--- config.mk ---
export PLATFORM = sky130hd
export DESIGN_NAME = sertx_core
export DESIGN_NICKNAME = d
export VERILOG_FILES = /design/src/rtl/sertx_pkg.sv /design/src/rtl/sertx_cfg_reg.sv /design/src/rtl/sertx_parity.sv /design/src/rtl/sertx_bitclk.sv /design/src/rtl/sertx_seq.sv /design/src/rtl/sertx_core.sv
export SDC_FILE = /design/constraint.sdc
export NUM_CORES = 1
export LEC_CHECK = 0
export ABC_AREA = 1
export BUFFER_PORTS_ARGS = -buffer_cell sky130_fd_sc_hd__buf_2
export CAP_MARGIN = 20
export CORE_MARGIN = 2
export CORE_UTILIZATION = 30
export DETAILED_ROUTE_END_ITERATION = 10
export HOLD_SLACK_MARGIN = 0.08
export MAX_ROUTING_LAYER = met4
export PLACE_DENSITY = 0.53
export SLEW_MARGIN = 40
export SYNTH_ARGS = -nofsm -noshare
export SYNTH_HDL_FRONTEND = slang
export SYNTH_HIERARCHICAL = 1
export SYNTH_SLANG_ARGS = --single-unit
--- constraint.sdc ---
create_clock -name clk -period 5 [get_ports clk]
set_input_delay 0.5 -clock clk [delete_from_list [all_inputs] [get_ports clk]]
set_output_delay 0.5 -clock clk [all_outputs]
set_load 0.05 [all_outputs]
--- src/rtl/sertx_pkg.sv ---
`timescale 1ns/1ps
package sertx_pkg;

   typedef enum logic [2:0] {
      ST_IDLE,
      ST_START,
      ST_DATA,
      ST_PAR,
      ST_STOP
   } tx_state_e;

   typedef struct packed {
      logic [1:0] len_sel;
      logic       stop_ext;
      logic       par_en;
      logic       par_even;
      logic       par_stick;
   } line_cfg_t;

   function automatic line_cfg_t unpack_ctrl(input logic [7:0] c);
      line_cfg_t r;
      r.len_sel   = c[1:0];
      r.stop_ext  = c[2];
      r.par_en    = c[3];
      r.par_even  = c[4];
      r.par_stick = c[5];
      return r;
   endfunction

   function automatic logic [3:0] char_bits(input logic [1:0] sel);
      return 4'd5 + {2'b00, sel};
   endfunction

endpackage

--- src/rtl/sertx_cfg_reg.sv ---
`timescale 1ns/1ps
module sertx_cfg_reg
   import sertx_pkg::*;
#(
   parameter int TPB = 16,
   localparam int CW = $clog2(2 * TPB)
) (
   input  logic          clk,
   input  logic          rst_n,
   input  logic          load,
   input  logic [7:0]    ctrl,
   output logic [3:0]    nbits,
   output logic          par_en,
   output logic [CW-1:0] stop_lim
);

   localparam logic [CW-1:0] LIM_ONE  = CW'(TPB - 1);
   localparam logic [CW-1:0] LIM_HALF = CW'(TPB + TPB / 2 - 1);
   localparam logic [CW-1:0] LIM_TWO  = CW'(2 * TPB - 1);

   line_cfg_t cfg_q;

   always_ff @(posedge clk or negedge rst_n) begin
      if (!rst_n) begin
         cfg_q <= '0;
      end else if (load) begin
         cfg_q <= unpack_ctrl(ctrl);
      end
   end

   always_comb begin
      nbits  = char_bits(cfg_q.len_sel);
      par_en = cfg_q.par_en;
      if (!cfg_q.stop_ext) begin
         stop_lim = LIM_ONE;
      end else if (cfg_q.len_sel == 2'b00) begin
         stop_lim = LIM_HALF;
      end else begin
         stop_lim = LIM_TWO;
      end
   end

endmodule

--- src/rtl/sertx_parity.sv ---
`timescale 1ns/1ps
module sertx_parity
   import sertx_pkg::*;
#(
   parameter int DATA_W = 8
) (
   input  logic [DATA_W-1:0] data,
   input  logic [7:0]        ctrl,
   output logic              par_bit
);

   line_cfg_t         cfg;
   logic [3:0]        nb;
   logic [DATA_W-1:0] mask;
   logic              ones_odd;

   assign cfg = unpack_ctrl(ctrl);
   assign nb  = char_bits(cfg.len_sel);

   for (genvar i = 0; i < DATA_W; i++) begin : g_mask
      assign mask[i] = (4'(i) < nb);
   end

   assign ones_odd = ^(data & mask);

   always_comb begin
      if (cfg.par_stick) begin
         par_bit = ~cfg.par_even;
      end else if (cfg.par_even) begin
         par_bit = ones_odd;
      end else begin
         par_bit = ~ones_odd;
      end
   end

endmodule

--- src/rtl/sertx_bitclk.sv ---
`timescale 1ns/1ps
module sertx_bitclk #(
   parameter int TPB = 16,
   localparam int CW = $clog2(2 * TPB)
) (
   input  logic          clk,
   input  logic          rst_n,
   input  logic          clr,
   input  logic          run,
   input  logic [CW-1:0] limit,
   output logic          done
);

   logic [CW-1:0] cnt;

   assign done = run && !clr && (cnt == limit);

   always_ff @(posedge clk or negedge rst_n) begin
      if (!rst_n) begin
         cnt <= '0;
      end else if (clr || done) begin
         cnt <= '0;
      end else if (run) begin
         cnt <= cnt + 1'b1;
      end
   end

   AST_CNT_IN_RANGE: assert property (@(posedge clk) disable iff (!rst_n)
      run |-> (cnt <= limit));

endmodule

--- src/rtl/sertx_seq.sv ---
`timescale 1ns/1ps
module sertx_seq
   import sertx_pkg::*;
#(
   parameter int DATA_W = 8,
   parameter int TPB    = 16,
   localparam int CW    = $clog2(2 * TPB),
   localparam int IW    = $clog2(DATA_W)
) (
   input  logic              clk,
   input  logic              rst_n,
   input  logic              accept,
   input  logic              bit_done,
   input  logic [DATA_W-1:0] data,
   input  logic              par_in,
   input  logic [3:0]        nbits,
   input  logic              par_en,
   input  logic [CW-1:0]     stop_lim,
   output logic [CW-1:0]     limit,
   output logic              line_raw,
   output logic              busy
);

   localparam logic [CW-1:0] BIT_LIM = CW'(TPB - 1);

   tx_state_e         st;
   logic [DATA_W-1:0] shreg;
   logic [IW-1:0]     idx;
   logic              par_q;
   logic              last_data;

   assign last_data = ({1'b0, idx} == 4'(nbits - 4'd1));

   always_ff @(posedge clk or negedge rst_n) begin
      if (!rst_n) begin
         st    <= ST_IDLE;
         shreg <= '0;
         idx   <= '0;
         par_q <= 1'b0;
      end else if (accept) begin
         st    <= ST_START;
         shreg <= data;
         idx   <= '0;
         par_q <= par_in;
      end else if (bit_done) begin
         unique case (st)
            ST_START: st <= ST_DATA;
            ST_DATA: begin
               shreg <= shreg >> 1;
               if (last_data) begin
                  st <= par_en ? ST_PAR : ST_STOP;
               end else begin
                  idx <= idx + 1'b1;
               end
            end
            ST_PAR:  st <= ST_STOP;
            ST_STOP: st <= ST_IDLE;
            default: st <= ST_IDLE;
         endcase
      end
   end

   always_comb begin
      unique case (st)
         ST_START: line_raw = 1'b0;
         ST_DATA:  line_raw = shreg[0];
         ST_PAR:   line_raw = par_q;
         default:  line_raw = 1'b1;
      endcase
   end

   assign limit = (st == ST_STOP) ? stop_lim : BIT_LIM;
   assign busy  = (st != ST_IDLE);

   AST_STOP_MARK: assert property (@(posedge clk) disable iff (!rst_n)
      (st == ST_STOP) |-> line_raw);

   AST_NO_RESTART: assert property (@(posedge clk) disable iff (!rst_n)
      (st != ST_IDLE) && (st != ST_START) |=> (st != ST_START));

endmodule

--- src/rtl/sertx_core.sv ---
`timescale 1ns/1ps
module sertx_core #(
   parameter int DATA_W  = 8,
   parameter int TPB     = 16,
   parameter int BRK_BIT = 6
) (
   input  logic              clk,
   input  logic              rst_n,
   input  logic [DATA_W-1:0] in_data,
   input  logic [7:0]        in_ctrl,
   input  logic              in_valid,
   output logic              in_ready,
   input  logic              tick_en,
   output logic              tx_line,
   output logic              busy
);

   localparam int CW = $clog2(2 * TPB);

   if (DATA_W != 8) begin : g_bad_width
      $error("sertx_core: DATA_W must be 8");
   end
   if ((TPB < 2) || (TPB % 2 != 0)) begin : g_bad_tpb
      $error("sertx_core: TPB must be even and at least 2");
   end
   if ((BRK_BIT < 6) || (BRK_BIT > 7)) begin : g_bad_brk
      $error("sertx_core: BRK_BIT must lie outside the frame fields");
   end

   logic          accept;
   logic          bit_done;
   logic          par_bit;
   logic          par_en;
   logic [3:0]    nbits;
   logic [CW-1:0] stop_lim;
   logic [CW-1:0] limit;
   logic          line_raw;
   logic          brk;

   assign in_ready = !busy;
   assign accept   = in_valid && in_ready;
   assign brk      = in_ctrl[BRK_BIT];

   sertx_cfg_reg #(.TPB(TPB)) cfg_i (
      .clk      (clk),
      .rst_n    (rst_n),
      .load     (accept),
      .ctrl     (in_ctrl),
      .nbits    (nbits),
      .par_en   (par_en),
      .stop_lim (stop_lim)
   );

   sertx_parity #(.DATA_W(DATA_W)) par_i (
      .data    (in_data),
      .ctrl    (in_ctrl),
      .par_bit (par_bit)
   );

   sertx_bitclk #(.TPB(TPB)) clk_i (
      .clk   (clk),
      .rst_n (rst_n),
      .clr   (accept),
      .run   (tick_en && busy),
      .limit (limit),
      .done  (bit_done)
   );

   sertx_seq #(.DATA_W(DATA_W), .TPB(TPB)) seq_i (
      .clk      (clk),
      .rst_n    (rst_n),
      .accept   (accept),
      .bit_done (bit_done),
      .data     (in_data),
      .par_in   (par_bit),
      .nbits    (nbits),
      .par_en   (par_en),
      .stop_lim (stop_lim),
      .limit    (limit),
      .line_raw (line_raw),
      .busy     (busy)
   );

   assign tx_line = brk ? 1'b0 : line_raw;

   AST_START_AFTER_ACCEPT: assert property (@(posedge clk) disable iff (!rst_n)
      (in_valid && in_ready) |=> (busy && !line_raw));

   AST_IDLE_MARK: assert property (@(posedge clk) disable iff (!rst_n)
      (!busy && !brk) |-> tx_line);

   AST_FROZEN_NO_TICK: assert property (@(posedge clk) disable iff (!rst_n)
      (busy && !tick_en) |=> (busy && $stable(line_raw)));

endmodule

Yosys cells after proc, flatten, opt, wreduce, memory -nomap -nowiden:

Index checks and enable logic that the tools add are counted.

* add/sub/neg operators: 5
* order comparisons: 8
* eq/ne operators: 8
* multiplexer cells: 21
* bitwise logic cells: 3
* reductions and logical operators: 16

Operators with widths (number)
* 2-to-1 mux 3 bit: 8
* 2-to-1 mux 8 bit: 3
* 2-to-1 mux 5 bit: 4
* less-than comparator 3 x 4 -> 1 bit, first input constant: 4
* one-hot mux 3 bit (3 select lines): 1
* adder 3 x 2 -> 4 bit, first input constant: 2
* AND 8 bit: 1
* less-than comparator 1 x 4 -> 1 bit, first input constant: 2
* less-than comparator 2 x 4 -> 1 bit, first input constant: 2
* XOR reduction 8 bit: 1
* == test 3 x 2 -> 1 bit, second input constant: 2
* nonzero test 2 bit: 3
* adder 5 x 1 -> 5 bit, second input constant: 1
* == test 5 bit: 1
* == test 3 x 4 -> 1 bit: 1
* logical AND 1 bit: 4
* 2-to-1 mux 4 bit: 1
* AND reduction 2 bit: 2
* subtractor 4 x 1 -> 4 bit, second input constant: 1
* adder 3 x 1 -> 3 bit, second input constant: 1
* == test 3 x 1 -> 1 bit, second input constant: 1
* == test 3 bit, second input constant: 1
* 2-to-1 mux 1 bit: 3
* inequality test 3 x 2 -> 1 bit, second input constant: 1
* other kinds (8): 10

* bits in registers: 24
* bits of input ports: 20
* output and inout bits: 3
* logic and storage cells: 69

Longest topological paths before layout:

* depth after elaboration: 8
* gate-level depth with buffers: 16
* mapped depth without buffers: 16

Cells and area by module:

The synthesis kept the hierarchy.

Modules (own cells, without submodules)
* sertx_seq: times used 1, cells an instance 127, area each 949.7 µm², seq. area each 375.4 µm²
* sertx_bitclk: times used 1, cells an instance 57, area each 384.1 µm², seq. area each 125.1 µm²
* sertx_cfg_reg: times used 1, cells an instance 29, area each 235.2 µm², seq. area each 100.1 µm²
* sertx_parity: times used 1, cells an instance 38, area each 176.4 µm², seq. area each 0.0 µm²
* sertx_core: times used 1, cells an instance 7, area each 26.3 µm², seq. area each 0.0 µm²

Worst setup path before layout:

OpenSTA, ideal clock, no wires.

* kind: reg2reg
* start point: reg seq_i.st[0]
* end point: reg seq_i.shreg[5]
* library setup time: 0.130 ns
* data arrival time: 2.181 ns
* data required time: 4.870 ns
* path slack: 2.689 ns
* stages on the path, launching flop included: 13
* buffers on the path: 0
* clock period less this slack: 2.311 ns
* cells stage by stage: dfrtp_1 > nor2_1 > nand2_1 > nor2_1 > nor2_4 > nand4_1 > nor3_1 > inv_1 > nor2_4 > nand2_2 > inv_2 > nand2_1 > o211ai_1

* word-level cells in the longest chain between the ends: 8
* elaborated cells on any way between the ends: 15
* those cells by class: 3 x eq/ne; 2 x mux; 10 x reduce/logical

RTL lines
* from (decl): line sertx_seq.sv:26 `tx_state_e st;`
* from (signal assigned): line sertx_seq.sv:51 `st <= par_en ? ST_PAR : ST_STOP;`
* nonzero test 3 bit: line sertx_seq.sv:73 `assign busy = (st != ST_IDLE);`
* net busy: line sertx_core.sv:15 `output logic busy`
* logical NOT 1 bit: line sertx_core.sv:40 `assign in_ready = !busy;`
* logical AND 1 bit: line sertx_core.sv:41 `assign accept = in_valid && in_ready;`
* net accept: line sertx_core.sv:30 `logic accept;`
* logical NOT 1 bit: line sertx_bitclk.sv:16 `assign done = run && !clr && (cnt == limit);`
* logical AND 1 bit (2 in a row): line sertx_bitclk.sv:16
* net bit_done: line sertx_core.sv:31 `logic bit_done;`
* nonzero test 2 bit (no line)
* AND reduction 2 bit (no line)
* to (signal assigned): line sertx_seq.sv:42 `shreg <= data;`
* to (signal assigned): line sertx_seq.sv:49 `shreg <= shreg >> 1;`
* to (decl): line sertx_seq.sv:27 `logic [DATA_W-1:0] shreg;`

The timed path passes the listed nets, and every way through them passes these cells.
A chain may end at the register's enable or synchronous reset.

Final worst setup path:

* start point: reg seq_i.st[0]
* end point: reg seq_i.shreg[6]

* elaborated cells on any way between the ends: 15
* those cells by class: 3 x eq/ne; 2 x mux; 10 x reduce/logical

RTL lines
* == test 3 bit: line sertx_seq.sv:72 `assign limit = (st == ST_STOP) ? stop_lim : BIT_LIM;`
* 2-to-1 mux 5 bit: line sertx_seq.sv:72
* net limit[3]: line sertx_core.sv:36 `logic [CW-1:0] limit;`
* == test 5 bit: line sertx_bitclk.sv:16
* logical AND 1 bit: line sertx_bitclk.sv:16
* net bit_done: line sertx_core.sv:31
* nonzero test 2 bit (no line)
* AND reduction 2 bit (no line)

The timed path passes the listed nets, and every way through them passes these cells.

==> results.toml <==
[sta]
maxSlewViolCount = 0
setup_tns_ns = 0
fin_crit_ns = 2.44
fmax_mhz = 410
rsz0062_at_grt = "false"
setup_violations = 0
min_period_over_period = 0.488
holdWs_ns = 0.210
relSlewSlack = 0.634
skew_ns = 0.00187
finalHoldViolations = 0
tightest_slew_ns = 0.548

[route]
dr.pass1.iters = 4
drc_errors = 0
via_per_inst = 4.42
vias = 1552
ant_nets = 0
wl_per_cell_microns = 9.83
routed_wl_microns = 3450
drt_iter0_markers = 57

[die]
ioPinCount = 23
core_sq_um = 5610
die_y_microns = 80.9
start_util = 0.316
die_w_microns = 80.9
rows = 27
dieArea_sq_um = 6540

[clocking]
clk_pin_slew_ns = 0.09
clk_latency_ns = 0.26
cts_hold_buf = 0
clockBufferDepth = 2
clock-sinks = 24
cts_buffers = 3
cts.htree.levels = 1
cts-root-buf = "clkbuf_8"
cts_tree = "built"
post_cts_resized = 0
post-cts-setup-buffers = 0

[run_status]
status = "finished clean"

[logic_synthesis]
postSynthCellCount = 258
synthTopCellsByArea = "dfrtp_1, nand2_1, inv_1"
yosys.area.top_type = "dfrtp_1"
syn_area_sq_um = 1770
ys_types = 30
synth_top_area_frac = 0.339
syn_area_per_cell_sq_um = 6.87
synth_warnings = 6
ys_seq_area_frac = 0.339
synth_seq_cells = 24

[worst_setup_path]
reg2reg_to = "seq_i/shreg[6]"
path_max_fanout = 6
critical_path.startpoint_type = "flip-flop"
r2r_cells = 13
cp.arrival_ns = 2.59
reg2reg_slack_ns = 2.56
crit_required_ns = 5.15
critPathKind = "flip-flop to flip-flop"
cp-end-kind = "flip-flop"
timing.rr.start = "seq_i/st[0]"

[finish]
antenna_cells = 0
final_net_count = 307
area_growth_pct = 12.0
postLayoutCoreUtil = 0.354
layout-drive-gt1-share = 0.190
layout_commonest_cell = "nand2_1"
final_area_sq_um = 1980
fill_cells = 637
mostFrequentLayoutCells = "nand2_1, inv_1, dfrtp_1, nor2_1, buf_2"

[grt]
grt_max_degree = 25
grt.overflow.total = 0
grt_first_pass_wirelength_microns = 6430
grt_usage = 0.127
grt_pass1_vias = 1513
grt_antenna_before_repair = 0

[power]
vdd_drop_max_uv = 122
power_uw = 889
p_per_area_nw_per_um2 = 448
leakagePower_nw = 1.10

[worst_hold_path]
hp-class = "input port to asynchronous set/reset pin"

[place]
place.gp.congestion = 0.798
dp_hpwl_microns = 2700
port_buffers = 21
postPlaceCellArea_sq_um = 1940

[flow_run]
cap_violations = 0
==> power breakdown <==
part	internal, mW	leakage [nW]	switching (mW)
clock	0.0539	0.0216	0.0616
sequential	0.270	0.302	0.0585
combinational	0.163	0.776	0.282
==> cell type report <==
type	count	area, sq um	share of cell area
clock buffer	3	41.3	0.0208
inverter	53	199	0.100
multi-input combinational	177	941	0.474
sequential	24	601	0.303
tap	72	90.1	0.0454
timing repair buffer	22	113	0.0567
==> cells in the mapped netlist <==
library cell	n
nand3b_1	1
nor2_1	21
clkbuf_1	1
nand3_2	4
a22oi_2	1
o21ai_0	2
nor2_2	1
xor2_1	5
nor3_1	2
o21ai_4	1
dfrtp_1	24
inv_1	46
o221ai_1	2
inv_2	7
nand2_1	77
o211ai_1	1
xnor2_1	4
o22ai_1	2
buf_2	1
nand2_2	5
nand3_1	18
conb_1	1
buf_4	4
nor2_4	3
a21oi_1	2
ha_1	6
nand2_4	1
or2_2	5
o21ai_1	2
nand4_1	8
==> flip-flops by register name, indices dropped and copies added (netlist names) <==
signal	flops
seq_i/st	3
clk_i/cnt	5
seq_i/par_q	1
seq_i/shreg	8
seq_i/idx	3
cfg_i/par_en	1
cfg_i/cfg_q	3
==> per-stage QoR <==
stage / setup WS, ns / cells
floorplan: 2.69 / 260
global placement: 2.58 / 348
detailed placement: 2.57 / 348
CTS: 2.54 / 351
global route: 2.21 / 351
finish: 2.56 / 351
==> cells by family (layout without fill, tap and decap cells) <==
| kind of cell | after synthesis | count (layout) | synth area share |
|---|---|---|---|
| buffers and inverters | 59 | 78 | 0.134 |
| DFF | 24 | 24 | 0.339 |
| adders and majority gates | 6 | 6 | 0.0424 |
| xor gates and xnor gates | 9 | 9 | 0.0445 |
| other | 1 | 3 | 0.00212 |
| and+or+nand+nor | 146 | 146 | 0.383 |
| AOI/OAI and AO/OA | 13 | 13 | 0.0544 |
==> per-layer routing <==
metal  wire (microns)  GRT usage  share of wire
met1             1650      0.158           0.48
met2             1650      0.217           0.48
met3              107     0.0122          0.031
met4               40     0.0407          0.012
met5                0          -              0
==> worst max-delay path by stage <==
stage / from / end / cells past startpoint
after floorplan: seq_i/st[0] / seq_i/shreg[5] / 12
after global placement: seq_i/st[0] / seq_i/shreg[6] / 13
final: seq_i/st[0] / seq_i/shreg[6] / 13
after CTS: seq_i/st[0] / seq_i/shreg[6] / 13
after detailed placement: seq_i/st[0] / seq_i/shreg[6] / 13
after global routing: seq_i/st[0] / seq_i/shreg[6] / 13
==> critical path, cell delays in order (launching register included) <==
cell     delay, ns
dfrtp_1       0.46
nor2_1        0.15
inv_1         0.07
nor2_1        0.08
inv_1         0.09
or2_2         0.29
nand2_1       0.10
nand4_1       0.10
nor3_1        0.24
inv_1         0.20
o21ai_4       0.26
inv_2         0.09
a22oi_2       0.12
o21ai_1       0.08
No activity file was read; power rests on OpenSTA's default activity.
